**src/rtl/tap_align_pkg.sv**
```systemverilog
package tap_align_pkg;

    // Default number of DAC feeds taken from the shared register
    localparam int unsigned DEF_NUM_TAPS = 4;

    // One serial lane pair: data bit and word select travel together
    typedef struct packed {
        logic data;
        logic ws;
    } serial_pair_t;

endpackage

```
**src/rtl/tap_shift_chain.sv**
```systemverilog
module tap_shift_chain
    import tap_align_pkg::*;
#(
    parameter int unsigned DEPTH = 33
) (
    input  logic             clk,
    input  logic             rst_n,
    input  serial_pair_t     pair_in,
    output logic [DEPTH-1:0] data_stages,
    output logic [DEPTH-1:0] ws_stages
);

    typedef struct packed {
        logic [DEPTH-1:0] data;
        logic [DEPTH-1:0] ws;
    } chain_t;

    chain_t chain_d;
    chain_t chain_q;

    // Next state: both lanes move one stage per rising edge
    always_comb begin
        chain_d = chain_q;
        if (!rst_n) begin
            chain_d = '0;
        end else begin
            chain_d.data = (chain_q.data << 1) | DEPTH'(pair_in.data);
            chain_d.ws   = (chain_q.ws   << 1) | DEPTH'(pair_in.ws);
        end
    end

    always_ff @(posedge clk) begin
        chain_q <= chain_d;
    end

    assign data_stages = chain_q.data;
    assign ws_stages   = chain_q.ws;

    // Both lanes enter together: equal inputs give equal first stages
    AST_PAIR_LOCKSTEP: assert property (@(posedge clk) disable iff (!rst_n)
        ($past(rst_n) && ($past(pair_in.data) == $past(pair_in.ws)))
            |-> (chain_q.data[0] == chain_q.ws[0]));

endmodule

```
**src/rtl/tap_picker.sv**
```systemverilog
module tap_picker #(
    parameter int unsigned NUM_TAPS          = 4,
    parameter int unsigned DEPTH             = 33,
    parameter int unsigned TAP_DLY[NUM_TAPS] = '{1, 33, 17, 25}
) (
    input  logic [DEPTH-1:0]    data_stages,
    input  logic [DEPTH-1:0]    ws_stages,
    output logic [NUM_TAPS-1:0] tap_data,
    output logic [NUM_TAPS-1:0] tap_ws
);

    // A delay of N edges is read from stage N-1; stage 0 is already one edge late
    for (genvar g = 0; g < NUM_TAPS; g++) begin : g_tap
        localparam int unsigned STAGE = TAP_DLY[g] - 1;
        assign tap_data[g] = data_stages[STAGE];
        assign tap_ws[g]   = ws_stages[STAGE];
    end

endmodule

```
**src/rtl/bck_inverter.sv**
```systemverilog
module bck_inverter (
    input  logic bck,
    output logic bck_n
);

    // DAC sampling edge sits half a bit period after the register update
    assign bck_n = ~bck;

endmodule

```
**src/rtl/serial_tap_aligner.sv**
```systemverilog
module serial_tap_aligner
    import tap_align_pkg::*;
#(
    parameter int unsigned NUM_TAPS          = DEF_NUM_TAPS,
    parameter int unsigned TAP_DLY[NUM_TAPS] = '{1, 33, 17, 25}
) (
    input  logic                bck,
    input  logic                rst_n,
    input  logic                sdata_in,
    input  logic                ws_in,
    output logic [NUM_TAPS-1:0] dac_data,
    output logic [NUM_TAPS-1:0] dac_ws,
    output logic                dac_bck_n
);

    function automatic int unsigned longest_tap();
        int unsigned m = 1;
        for (int i = 0; i < NUM_TAPS; i++) begin
            if (TAP_DLY[i] > m) m = TAP_DLY[i];
        end
        return m;
    endfunction

    // Register length follows the largest requested delay
    localparam int unsigned DEPTH = longest_tap();

    serial_pair_t     pair_in;
    logic [DEPTH-1:0] data_stages;
    logic [DEPTH-1:0] ws_stages;

    assign pair_in.data = sdata_in;
    assign pair_in.ws   = ws_in;

    tap_shift_chain #(
        .DEPTH (DEPTH)
    ) u_chain (
        .clk         (bck),
        .rst_n       (rst_n),
        .pair_in     (pair_in),
        .data_stages (data_stages),
        .ws_stages   (ws_stages)
    );

    tap_picker #(
        .NUM_TAPS (NUM_TAPS),
        .DEPTH    (DEPTH),
        .TAP_DLY  (TAP_DLY)
    ) u_pick (
        .data_stages (data_stages),
        .ws_stages   (ws_stages),
        .tap_data    (dac_data),
        .tap_ws      (dac_ws)
    );

    bck_inverter u_inv (
        .bck   (bck),
        .bck_n (dac_bck_n)
    );

    // Any edge taken in reset leaves every feed at zero
    AST_RESET_CLEARS: assert property (@(posedge bck)
        !rst_n |=> ((dac_data == '0) && (dac_ws == '0)));

    // Right before each register update the DAC clock is high, so its rising edge is elsewhere
    AST_DAC_EDGE_SPLIT: assert property (@(posedge bck) disable iff (!rst_n)
        dac_bck_n == 1'b1);

    // Feeds with a one-edge delay follow the previous input sample
    for (genvar g = 0; g < NUM_TAPS; g++) begin : g_chk
        if (TAP_DLY[g] == 1) begin : g_one
            AST_SINGLE_EDGE_TAP: assert property (@(posedge bck) disable iff (!rst_n)
                $past(rst_n) |-> ((dac_data[g] == $past(sdata_in))
                               && (dac_ws[g] == $past(ws_in))));
        end
    end

endmodule

```
**config.mk**
```make
export PLATFORM = sky130hd
export DESIGN_NAME = serial_tap_aligner
export DESIGN_NICKNAME = d
export VERILOG_FILES = /design/src/rtl/tap_align_pkg.sv /design/src/rtl/tap_shift_chain.sv /design/src/rtl/tap_picker.sv /design/src/rtl/bck_inverter.sv /design/src/rtl/serial_tap_aligner.sv
export SDC_FILE = /design/constraint.sdc
export NUM_CORES = 1
export LEC_CHECK = 0
export BUFFER_PORTS_ARGS = -buffer_cell sky130_fd_sc_hd__buf_2
export CAP_MARGIN = 10
export CORE_MARGIN = 4
export CORE_UTILIZATION = 30
export DETAILED_ROUTE_END_ITERATION = 16
export PLACE_DENSITY_LB_ADDON = 0.3
export SLEW_MARGIN = 10
export SYNTH_ARGS = -nofsm -noshare
export SYNTH_HDL_FRONTEND = slang
export SYNTH_SLANG_ARGS = --single-unit
```
**constraint.sdc**
```tcl
create_clock -name bck -period 0.8 [get_ports bck]
set_input_delay 0.08 -clock bck [delete_from_list [all_inputs] [get_ports bck]]
set_output_delay 0.08 -clock bck [all_outputs]
set_load 0.03 [all_outputs]
```
==> results of run 1 <==
-- power by group --
group          internal (mW)  switching, mW  total [mW]
clock                   2.50           1.42        3.92
combinational         0.0407         0.0495      0.0902
sequential              3.30        0.00550        3.31
-- flip-flops by register name, indices dropped and copies added (netlist names) --
register,cells
u_chain.ws_stages,33
u_chain.data_stages,33
-- synthesized netlist by cell type --
cell                      instances
sky130_fd_sc_hd__and2_1          66
sky130_fd_sc_hd__buf_6            5
sky130_fd_sc_hd__buf_4            8
sky130_fd_sc_hd__inv_1            1
sky130_fd_sc_hd__dfxtp_1         66
sky130_fd_sc_hd__buf_2            2
-- stage by stage --
step	setup TNS (ns)	instances	worst slack (ns)	utilization	instance area [um^2]
final	-0.299	243	-0.102	0.381	2280
after global routing	-0.593	243	-0.124	0.381	2280
after CTS	-0.376	242	-0.146	0.378	2270
after detailed placement	0	222	0.109	0.320	1920
after global placement	0	222	0.119	0.320	1920
after floorplan	0	148	0.135	-	1860
-- repair_timing --
item,CTS,global route
hold buffers,1,0
setup endpoints to repair,9,9
setup buffers,3,1
hold endpoints to repair,1,0
gates resized for setup,28,3
-- worst max-delay path by stage --
| stage | to |
|---|---|
| 2_1_floorplan | dac_bck_n |
| 3_3_place_gp | dac_bck_n |
| 3_5_place_dp | u_chain.data_stages[25] |
| 4_1_cts | dac_bck_n |
| 5_1_grt | dac_bck_n |
| 6_report | dac_bck_n |
-- kinds of logic after synthesis --
| group | share of synthesized area |
|---|---|
| buf+inv | 0.0698 |
| flops | 0.709 |
| simple gates | 0.221 |
-- layout make-up --
class	count	area, um^2	share of cell area
Clock buffer	17	219	0.0960
Clock inverter	5	80.1	0.0351
Timing Repair Buffer	14	143	0.0626
Sequential cell	66	1330	0.584
Multi-Input combinational cell	66	413	0.181
Tap cell	75	93.8	0.0412
-- per-layer routing --
| layer | up-vias | share of wire |
|---|---|---|
| met5 | - | 0 |
| met4 | 0 | 0.015 |
| met3 | 4 | 0.059 |
| met2 | 14 | 0.48 |
| met1 | 428 | 0.44 |
| li1 | 464 | - |
-- worst max-delay path, delay by kind of cell --
| kind | cells | cell delay, ns |
|---|---|---|
| buf+inv | 4 | 0.42 |
==> qor.yml, run 1 <==
final_hold_viol_count: 0
timing.hold.worst_endpoint: "u_chain.data_stages[0]"
globalRoute.busiestLayer: "met2"
die_h_um: 86.8
grt_first_pass_wirelength_um: 3950
gr-usage-all-layers: 0.0739
r2r_end: "u_chain.ws_stages[13]"
antenna_viol_nets_final: 0
r2r-start: "u_chain.ws_stages[12]"
yosys.area.top_type: "sky130_fd_sc_hd__dfxtp_1"
powerDensity_nw_per_um2: 3210
viasPerCell: 3.74
grt_max_degree: 43
cts-buffers-inserted: 9
placeableCoreArea_um2: 5990
rrSetupSlack_ns: 0.15
timing.critical_path.to_type: "output port"
grt_overflow_total: 0
hp-class: "in -> reg"
timing.critical_path.slowest_cell_delay_ns: 0.14
clk_transition_reported_paths_ns: 0.06
yosys-top-cells-area: "sky130_fd_sc_hd__dfxtp_1 (71%), sky130_fd_sc_hd__and2_1 (22%), sky130_fd_sc_hd__buf_4 (3.2%), sky130_fd_sc_hd__buf_6 (3.0%), sky130_fd_sc_hd__buf_2 (0.54%)"
unique_cell_type_count_in_the_yosys_netlist: 6
hold_slack_ns: 0.00187
fp-row-count: 28
setup_viol: 8
worstRegToRegCells: 1
die_width_um: 86.8
first_pass_iters: 3
final_cell_mix: "sky130_fd_sc_hd__and2_1 (66), sky130_fd_sc_hd__dfxtp_1 (58), sky130_fd_sc_hd__clkbuf_8 (10), sky130_fd_sc_hd__buf_6 (9), sky130_fd_sc_hd__dfxtp_2 (8)"
timing_worst_setup_path_type: "clk -> out"
layout.filler_cells: 569
htreeDepth: 3
1st_iter_drt_viols: 52
area_growth_syn_to_layout_pct: 22.3
critPathLaunchType: "clock port"
critPathLaunch: "bck"
hold_path_startpoint: "sdata_in"
max-slew-margin-rel: 0.888
die_area_um2: 7540
post-synth-top-area-fraction: 0.709
finalMaxSlewViolations: 0
io_buffer_count: 12
first_global_vias: 928
final.setup.worst_slack_ns: -0.102
antenna_violations_before_repair: 0
grt_use_met1: 0.0760
postSynthCellCount: 148
slowest_stage: "sky130_fd_sc_hd__clkbuf_16"
global_route.usage.met3: 0.0580
post-route-drc-count: 0
total_power_mw: 7.32
layout_commonest_cell: "sky130_fd_sc_hd__and2_1"
worst_path_required_ns: 0.72
syn_avg_cell_area_um2: 12.6
synthesized_netlist_net_count: 152
finish.net_count: 167
failing_checks: "setup timing"
worst-slew-pin-transition_ns: 0.168
rsz0062_at_grt: "true"
synth_seq_cells: 66
seq_area_frac_synth: 0.709
route.detailed.wl_per_inst_um: 9.17
total_leakage_power_nw: 0.964
timing.critical_path.arrival_ns: 0.82
gp_congestion: 0.712
max_vdd_drop_v: 0.00152
clock_insertion_delay_worst_skew_ns: 0.37
dp_hpwl_um: 1230
worstPathCellList: "clkbuf_16 > buf_8 > clkinv_4 > buf_6"
initial_utilization: 0.311
detailroute.via_count: 910
routed_wirelength_um: 2230
cts_tree: "done"
cts-root-buf: "sky130_fd_sc_hd__clkbuf_8"
cap_viol_max_count: 0
status: "complete, but fails checks"
insertedDiodeCount: 0
worstHoldPathCells: 2
synth.cell_area_um2: 1860
cts-root-to-sink-buffers: 2
boundaryPins: 13
crit_path_max_fanout: 8
synth-warning-count: 0
timing.clock.skew_ns: 0.118
use_met2: 0.102
layout-drive-gt1-share: 0.250
No activity file was read; power rests on OpenSTA's default activity.
==> run 2, diff against run 1 <==
--- a/config.mk
+++ b/config.mk
@@ -11,6 +11,7 @@
 export CORE_UTILIZATION = 30
 export DETAILED_ROUTE_END_ITERATION = 16
 export PLACE_DENSITY_LB_ADDON = 0.3
+export SETUP_SLACK_MARGIN = 0.15
 export SLEW_MARGIN = 10
 export SYNTH_ARGS = -nofsm -noshare
 export SYNTH_HDL_FRONTEND = slang
==> run 2 against run 1 <==
Compared with the run above:
- the run ends with hold timing, setup timing left
- sequential share of layout area rose by 1.6 points
- die area did not move
- final cell count fell by 1.6%
- utilization fell by 1.0 points
- count of clock-buffer cells in the layout fell by 5
- global-route usage rose by 0.11 points
- combinational power fell by 6.5%
- worst setup slack got worse by 0.040 ns
- via count fell by 3.6%
- worst hold slack got worse by 0.011 ns
- flip-flop and latch count did not move
- largest cell class unchanged
- largest power group unchanged
==> qor.yml, run 2 (synthesis results as in run 1) <==
status: "complete, but fails checks"  # unchanged
failing_checks: "hold timing, setup timing"  # was setup timing
critPathLaunchType: "clock port"  # unchanged
layout_commonest_cell: "sky130_fd_sc_hd__and2_1"  # unchanged
route.detailed.wl_per_inst_um: 9.24  # was 9.17 um
setup_viol: 9  # was 8
finalCoreUtilization: 0.370  # was 0.381
grt_first_pass_wirelength_um: 4110  # was 3950 um
routed_wirelength_um: 2210  # was 2230 um
placeableCoreArea_um2: 5990  # unchanged
gp_congestion: 0.672  # was 0.712
dp.cells: 221  # was 222
viasPerCell: 3.67  # was 3.74
crit_buf_inv: 4  # unchanged
initial_utilization: 0.311  # unchanged
cap_viol_max_count: 0  # unchanged
die_area_um2: 7540  # unchanged
gr-usage-all-layers: 0.0750  # was 0.0739
first_pass_iters: 3  # unchanged
layout-drive-gt1-share: 0.244  # was 0.250
total_power_mw: 6.77  # was 7.32 mW
clock_insertion_delay_worst_skew_ns: 0.39  # was 0.37 ns
cts-root-buf: "sky130_fd_sc_hd__clkbuf_8"  # unchanged
rsz0062_at_grt: "true"  # unchanged
final_cell_mix: "sky130_fd_sc_hd__and2_1 (66), sky130_fd_sc_hd__dfxtp_1 (58), sky130_fd_sc_hd__buf_6 (9), sky130_fd_sc_hd__dfxtp_2 (8), sky130_fd_sc_hd__clkbuf_8 (7)"  # was sky130_fd_sc_hd__and2_1 (66), sky130_fd_sc_hd__dfxtp_1 (58), sky130_fd_sc_hd__clkbuf_8 (10), sky130_fd_sc_hd__buf_6 (9), sky130_fd_sc_hd__dfxtp_2 (8)
worst_path_required_ns: 0.72  # about the same
seq_area_um2: 1330  # unchanged
detailroute.via_count: 877  # was 910
grt_overflow_total: 0  # unchanged
crit_path_max_fanout: 7  # was 8
worst-slew-pin-transition_ns: 0.183  # was 0.168 ns
hold_slack_ns: -0.00911  # was 0.00187 ns
clk_transition_reported_paths_ns: 0.07  # was 0.06 ns
layout.filler_cells: 576  # was 569
antenna_viol_nets_final: 0  # unchanged
timing.critical_path.max_delay_family: "buffers and inverters"  # unchanged
io_buffer_count: 12  # unchanged
critPathMostFrequentCell: "sky130_fd_sc_hd__clkbuf_16"
hp-class: "in -> reg"  # unchanged
die_width_um: 86.8  # unchanged
worstPathCellList: "clkbuf_16 > clkbuf_16 > clkinvlp_4 > buf_6"  # was clkbuf_16 > buf_8 > clkinv_4 > buf_6
insertedDiodeCount: 0  # unchanged
timing_worst_setup_path_type: "clk -> out"  # unchanged
antenna_violations_before_repair: 0  # unchanged
htreeDepth: 3  # unchanged
timing.critical_path.arrival_ns: 0.86  # was 0.82 ns
fp-row-count: 28  # unchanged
timing.critical_path.slowest_cell_delay_ns: 0.15  # was 0.14 ns
final.setup.worst_slack_ns: -0.143  # was -0.102 ns
finalMaxSlewViolations: 0  # unchanged
final_hold_viol_count: 1  # was 0
die_h_um: 86.8  # unchanged
finish.net_count: 163  # was 167
1st_iter_drt_viols: 64  # was 52
first_global_vias: 935  # was 928
max-slew-margin-rel: 0.878  # was 0.888
powerDensity_nw_per_um2: 3050  # was 3210 nW/um^2
slowest_stage: "sky130_fd_sc_hd__clkbuf_16"  # unchanged
timing.critical_path.to_type: "output port"  # unchanged
area_of_combinational_cells_with_multiple_inputs_um2: 413  # unchanged
final_cells: 239  # was 243
post-route-drc-count: 0  # unchanged
total_leakage_power_nw: 0.929  # was 0.964 nW
timing.clock.skew_ns: 0.128  # was 0.118 ns
max_vdd_drop_v: 0.00210  # was 0.00152 V
cts-buffers-inserted: 9  # unchanged
area_growth_syn_to_layout_pct: 18.9  # was 22.3%
dp_hpwl_um: 1200  # was 1230 um
cts-root-to-sink-buffers: 2  # unchanged
grt_max_degree: 67  # was 43
boundaryPins: 13  # unchanged
cts_tree: "done"  # unchanged
[run 2: changes by cell type in the layout (fill, tap and decap cells not counted)]
cell	delta
sky130_fd_sc_hd__bufinv_16	-1
sky130_fd_sc_hd__buf_4	-3
sky130_fd_sc_hd__buf_8	-1
sky130_fd_sc_hd__clkinv_2	+2
sky130_fd_sc_hd__dlygate4sd3_1	-1
sky130_fd_sc_hd__clkinvlp_4	+1
sky130_fd_sc_hd__clkinv_4	+2
sky130_fd_sc_hd__clkbuf_16	+1
sky130_fd_sc_hd__clkinv_1	-1
sky130_fd_sc_hd__clkbuf_8	-3
[run 2: power breakdown]
part	internal [mW]	total (mW)	switching [mW]
logic	0.0347	0.0843	0.0496
registers	3.30	3.31	0.00564
clock network	1.90	3.38	1.48
total	5.24	6.77	1.53
[run 2: layer usage]
metal	global-route usage	wire length (um)	vias up
met3	0.0333	92	10
met2	0.0994	922	15
met4	0.0779	103	0
met5	0	0	-
met1	0.0852	1090	396
li1	-	-	456
[run 2: area by class of cell]
class                           count  area share
Clock buffer                       12      0.0779
Clock inverter                      8      0.0367
Multi-Input combinational cell     66       0.186
Sequential cell                    66       0.600
Tap cell                           75      0.0423
Timing Repair Buffer               12      0.0564
[run 2: path summary, 6_finish.rpt]
path                                            start                     to  slack, ns  cells after the start
worst max register to register  u_chain.ws_stages[20]  u_chain.ws_stages[21]       0.15                      1
worst min register to register  u_chain.ws_stages[25]  u_chain.ws_stages[26]       0.34                      1
worst min-delay path                            ws_in   u_chain.ws_stages[0]     -0.009                      2
worst max-delay path                              bck              dac_bck_n      -0.14                      4
[run 2: through the flow]
stage                     setup WS (ns)  area, um^2  setup TNS (ns)
after floorplan                   0.211        1870               0
final                            -0.143        2220          -0.346
after global placement            0.116        1920               0
after detailed placement          0.116        1920               0
after global routing             -0.164        2220          -0.647
after CTS                        -0.152        2220          -0.454
[run 2: what timing repair did]
action                                 CTS  global route
endpoints found under the hold margin    1             1
setup endpoints to repair                9            14
buffers inserted                         2             0
resized for setup                       28             0
==> run 3, diff against run 2 <==
==> constraint.sdc (replaced) <==
create_clock -name bck -period 1.1 [get_ports bck]
set_input_delay 0.11 -clock bck [delete_from_list [all_inputs] [get_ports bck]]
set_output_delay 0.11 -clock bck [all_outputs]
set_load 0.03 [all_outputs]
==> run 3 against run 2 <==
Compared with the run above:
- via count grew 4.1%
- critical path depth unchanged
- final cell count rose by 1.3%
- non-clock buffer count is 1 higher
- die area did not move
- the run now ends clean
- flip-flop and latch count stayed put
- sequential power is 27% lower
- register-to-register slack improved by 0.17 ns
- final area shrank 0.79%
- worst setup slack gained 0.18 ns
- sequential share of layout area rose by 0.36 points
- critical path type unchanged
==> qor.yml, run 3 (synthesis results as in run 1) <==
initial_utilization: 0.311  # unchanged
first_pass_iters: 2  # was 3
cts-root-to-sink-buffers: 2  # unchanged
area_growth_syn_to_layout_pct: 18.0  # was 18.9%
layout_commonest_cell: "sky130_fd_sc_hd__and2_1"  # unchanged
fp-row-count: 28  # unchanged
finish.net_count: 166  # was 163
critPathLaunchType: "clock port"  # unchanged
finalMaxSlewViolations: 0  # unchanged
timing.critical_path.max_delay_family: "buffers and inverters"  # unchanged
post_detailed_placement_cell_area_um2: 1890  # was 1920 um^2
worst_path_required_ns: 0.99  # was 0.72 ns
die_h_um: 86.8  # unchanged
post-route-cell-area_um2: 2200  # was 2220 um^2
final.setup.worst_slack_ns: 0.0419  # was -0.143 ns
timing.clock.skew_ns: 0.251  # was 0.128 ns
clock_insertion_delay_worst_skew_ns: 0.51  # was 0.39 ns
cap_viol_max_count: 0  # unchanged
pre_cts_slack_ns: 0.102  # was 0.116 ns
post-route-drc-count: 0  # unchanged
share_seq_of_total_power: 0.489  # was 0.488
p_comb_frac: 0.012  # about the same
detailroute.via_count: 913  # was 877
slowest_stage: "sky130_fd_sc_hd__clkbuf_16"  # unchanged
timing.critical_path.arrival_ns: 0.95  # was 0.86 ns
clock_power_share: 0.499  # about the same
grt_first_pass_wirelength_um: 4020  # was 4110 um
final_cells: 242  # was 239
io_buffer_count: 12  # unchanged
gr-usage-all-layers: 0.0784  # was 0.0750
timing.critical_path.to_type: "output port"  # unchanged
layout.filler_cells: 571  # was 576
powerDensity_nw_per_um2: 2240  # was 3050 nW/um^2
grt_max_degree: 67  # unchanged
placeableCoreArea_um2: 5990  # unchanged
grt_overflow_total: 0  # unchanged
cell_internal_pwr_mw: 3.88  # was 5.24 mW
worstPathCellList: "clkbuf_16 > buf_8 > inv_2 > buf_6"  # was clkbuf_16 > clkbuf_16 > clkinvlp_4 > buf_6
antenna_violations_before_repair: 0  # unchanged
first_global_vias: 867  # was 935
routed_wirelength_um: 2290  # was 2210 um
switching_share: 0.212  # was 0.226
timing.critical_path.slowest_cell_delay_ns: 0.13  # was 0.15 ns
viasPerCell: 3.77  # was 3.67
layout-drive-gt1-share: 0.228  # was 0.244
status: "finished, final reports clean"  # was complete, but fails checks
gp_congestion: 0.671  # was 0.672
totalNegativeSetupSlack_ns: 0  # was -0.346 ns
final_hold_viol_count: 0  # was 1
max_vdd_drop_v: 0.00115  # was 0.00210 V
die_area_um2: 7540  # unchanged
finalCoreUtilization: 0.367  # was 0.370
switching_power_mw: 1.04  # was 1.53 mW
hold_slack_ns: 0.241  # was -0.00911 ns
hp-class: "in -> reg"  # unchanged
route.detailed.wl_per_inst_um: 9.44  # was 9.24 um
boundaryPins: 13  # unchanged
crit_path_max_fanout: 5  # was 7
insertedDiodeCount: 0  # unchanged
clk_transition_reported_paths_ns: 0.07  # about the same
total_leakage_power_nw: 0.931  # was 0.929 nW
rsz0062_at_grt: "true"  # unchanged
cts-buffers-inserted: 9  # unchanged
dp.cells: 220  # was 221
cts_tree: "done"  # unchanged
die_width_um: 86.8  # unchanged
timing_worst_setup_path_type: "clk -> out"  # unchanged
antenna_viol_nets_final: 0  # unchanged
dp_hpwl_um: 1170  # was 1200 um
worst-slew-pin-transition_ns: 0.732  # was 0.183 ns
final_cell_mix: "sky130_fd_sc_hd__and2_1 (66), sky130_fd_sc_hd__dfxtp_1 (60), sky130_fd_sc_hd__clkbuf_8 (8), sky130_fd_sc_hd__buf_6 (7), sky130_fd_sc_hd__dfxtp_2 (6)"  # was sky130_fd_sc_hd__and2_1 (66), sky130_fd_sc_hd__dfxtp_1 (58), sky130_fd_sc_hd__buf_6 (9), sky130_fd_sc_hd__dfxtp_2 (8), sky130_fd_sc_hd__clkbuf_8 (7)
cts-root-buf: "sky130_fd_sc_hd__clkbuf_8"  # unchanged
htreeDepth: 3  # unchanged
seq_area_um2: 1330  # about the same
crit_buf_inv: 4  # unchanged
setup_viol: 0  # was 9
1st_iter_drt_viols: 62  # was 64
max-slew-margin-rel: 0.512  # was 0.878
area_of_combinational_cells_with_multiple_inputs_um2: 413  # unchanged
total_power_mw: 4.92  # was 6.77 mW
## run 3: power by group through the flow
stage	Clock [mW]	Combinational (mW)	Sequential [mW]
6_report	2.45	0.0586	2.41
5_1_grt	2.69	0.0664	2.40
4_1_cts	2.51	0.0594	2.41
3_5_place_dp	0.126	0.0491	2.46
3_3_place_gp	0.126	0.0478	2.46
2_1_floorplan	0.0946	0.0593	2.46
## run 3: path summary, 6_finish.rpt
check	startpoint	to	slack, ns	depth (start not counted)
min reg2reg	u_chain.data_stages[2]	u_chain.data_stages[3]	0.32	1
max	bck	dac_bck_n	0.04	4
min	rst_n	u_chain.data_stages[19]	0.24	2
max reg2reg	u_chain.ws_stages[29]	u_chain.ws_stages[30]	0.32	1
## run 3: repair_timing
item | 4_1_cts | 5_1_grt
buffers inserted | 4 | 0
pin swaps | 0 | 0
resized for setup | 22 | 1
hold buffers | 2 | 0
setup endpoints to repair | 8 | 7
cloned | 0 | 0
hold endpoints to repair | 2 | 0
## run 3: final cells by class
type | instances | area share
Sequential cell | 66 | 0.604
Clock buffer | 16 | 0.0887
Timing Repair Buffer | 13 | 0.0512
Tap cell | 75 | 0.0427
Clock inverter | 6 | 0.0256
Multi-Input combinational cell | 66 | 0.188
## run 3: per-layer routing
metal  global-route usage  routed length (um)  up-vias
met3               0.0494                 118       12
met4                0.105                 136        0
met2               0.0939                1000       18
met5                    0                   0        -
li1                     -                   -      463
met1               0.0789                1030      420
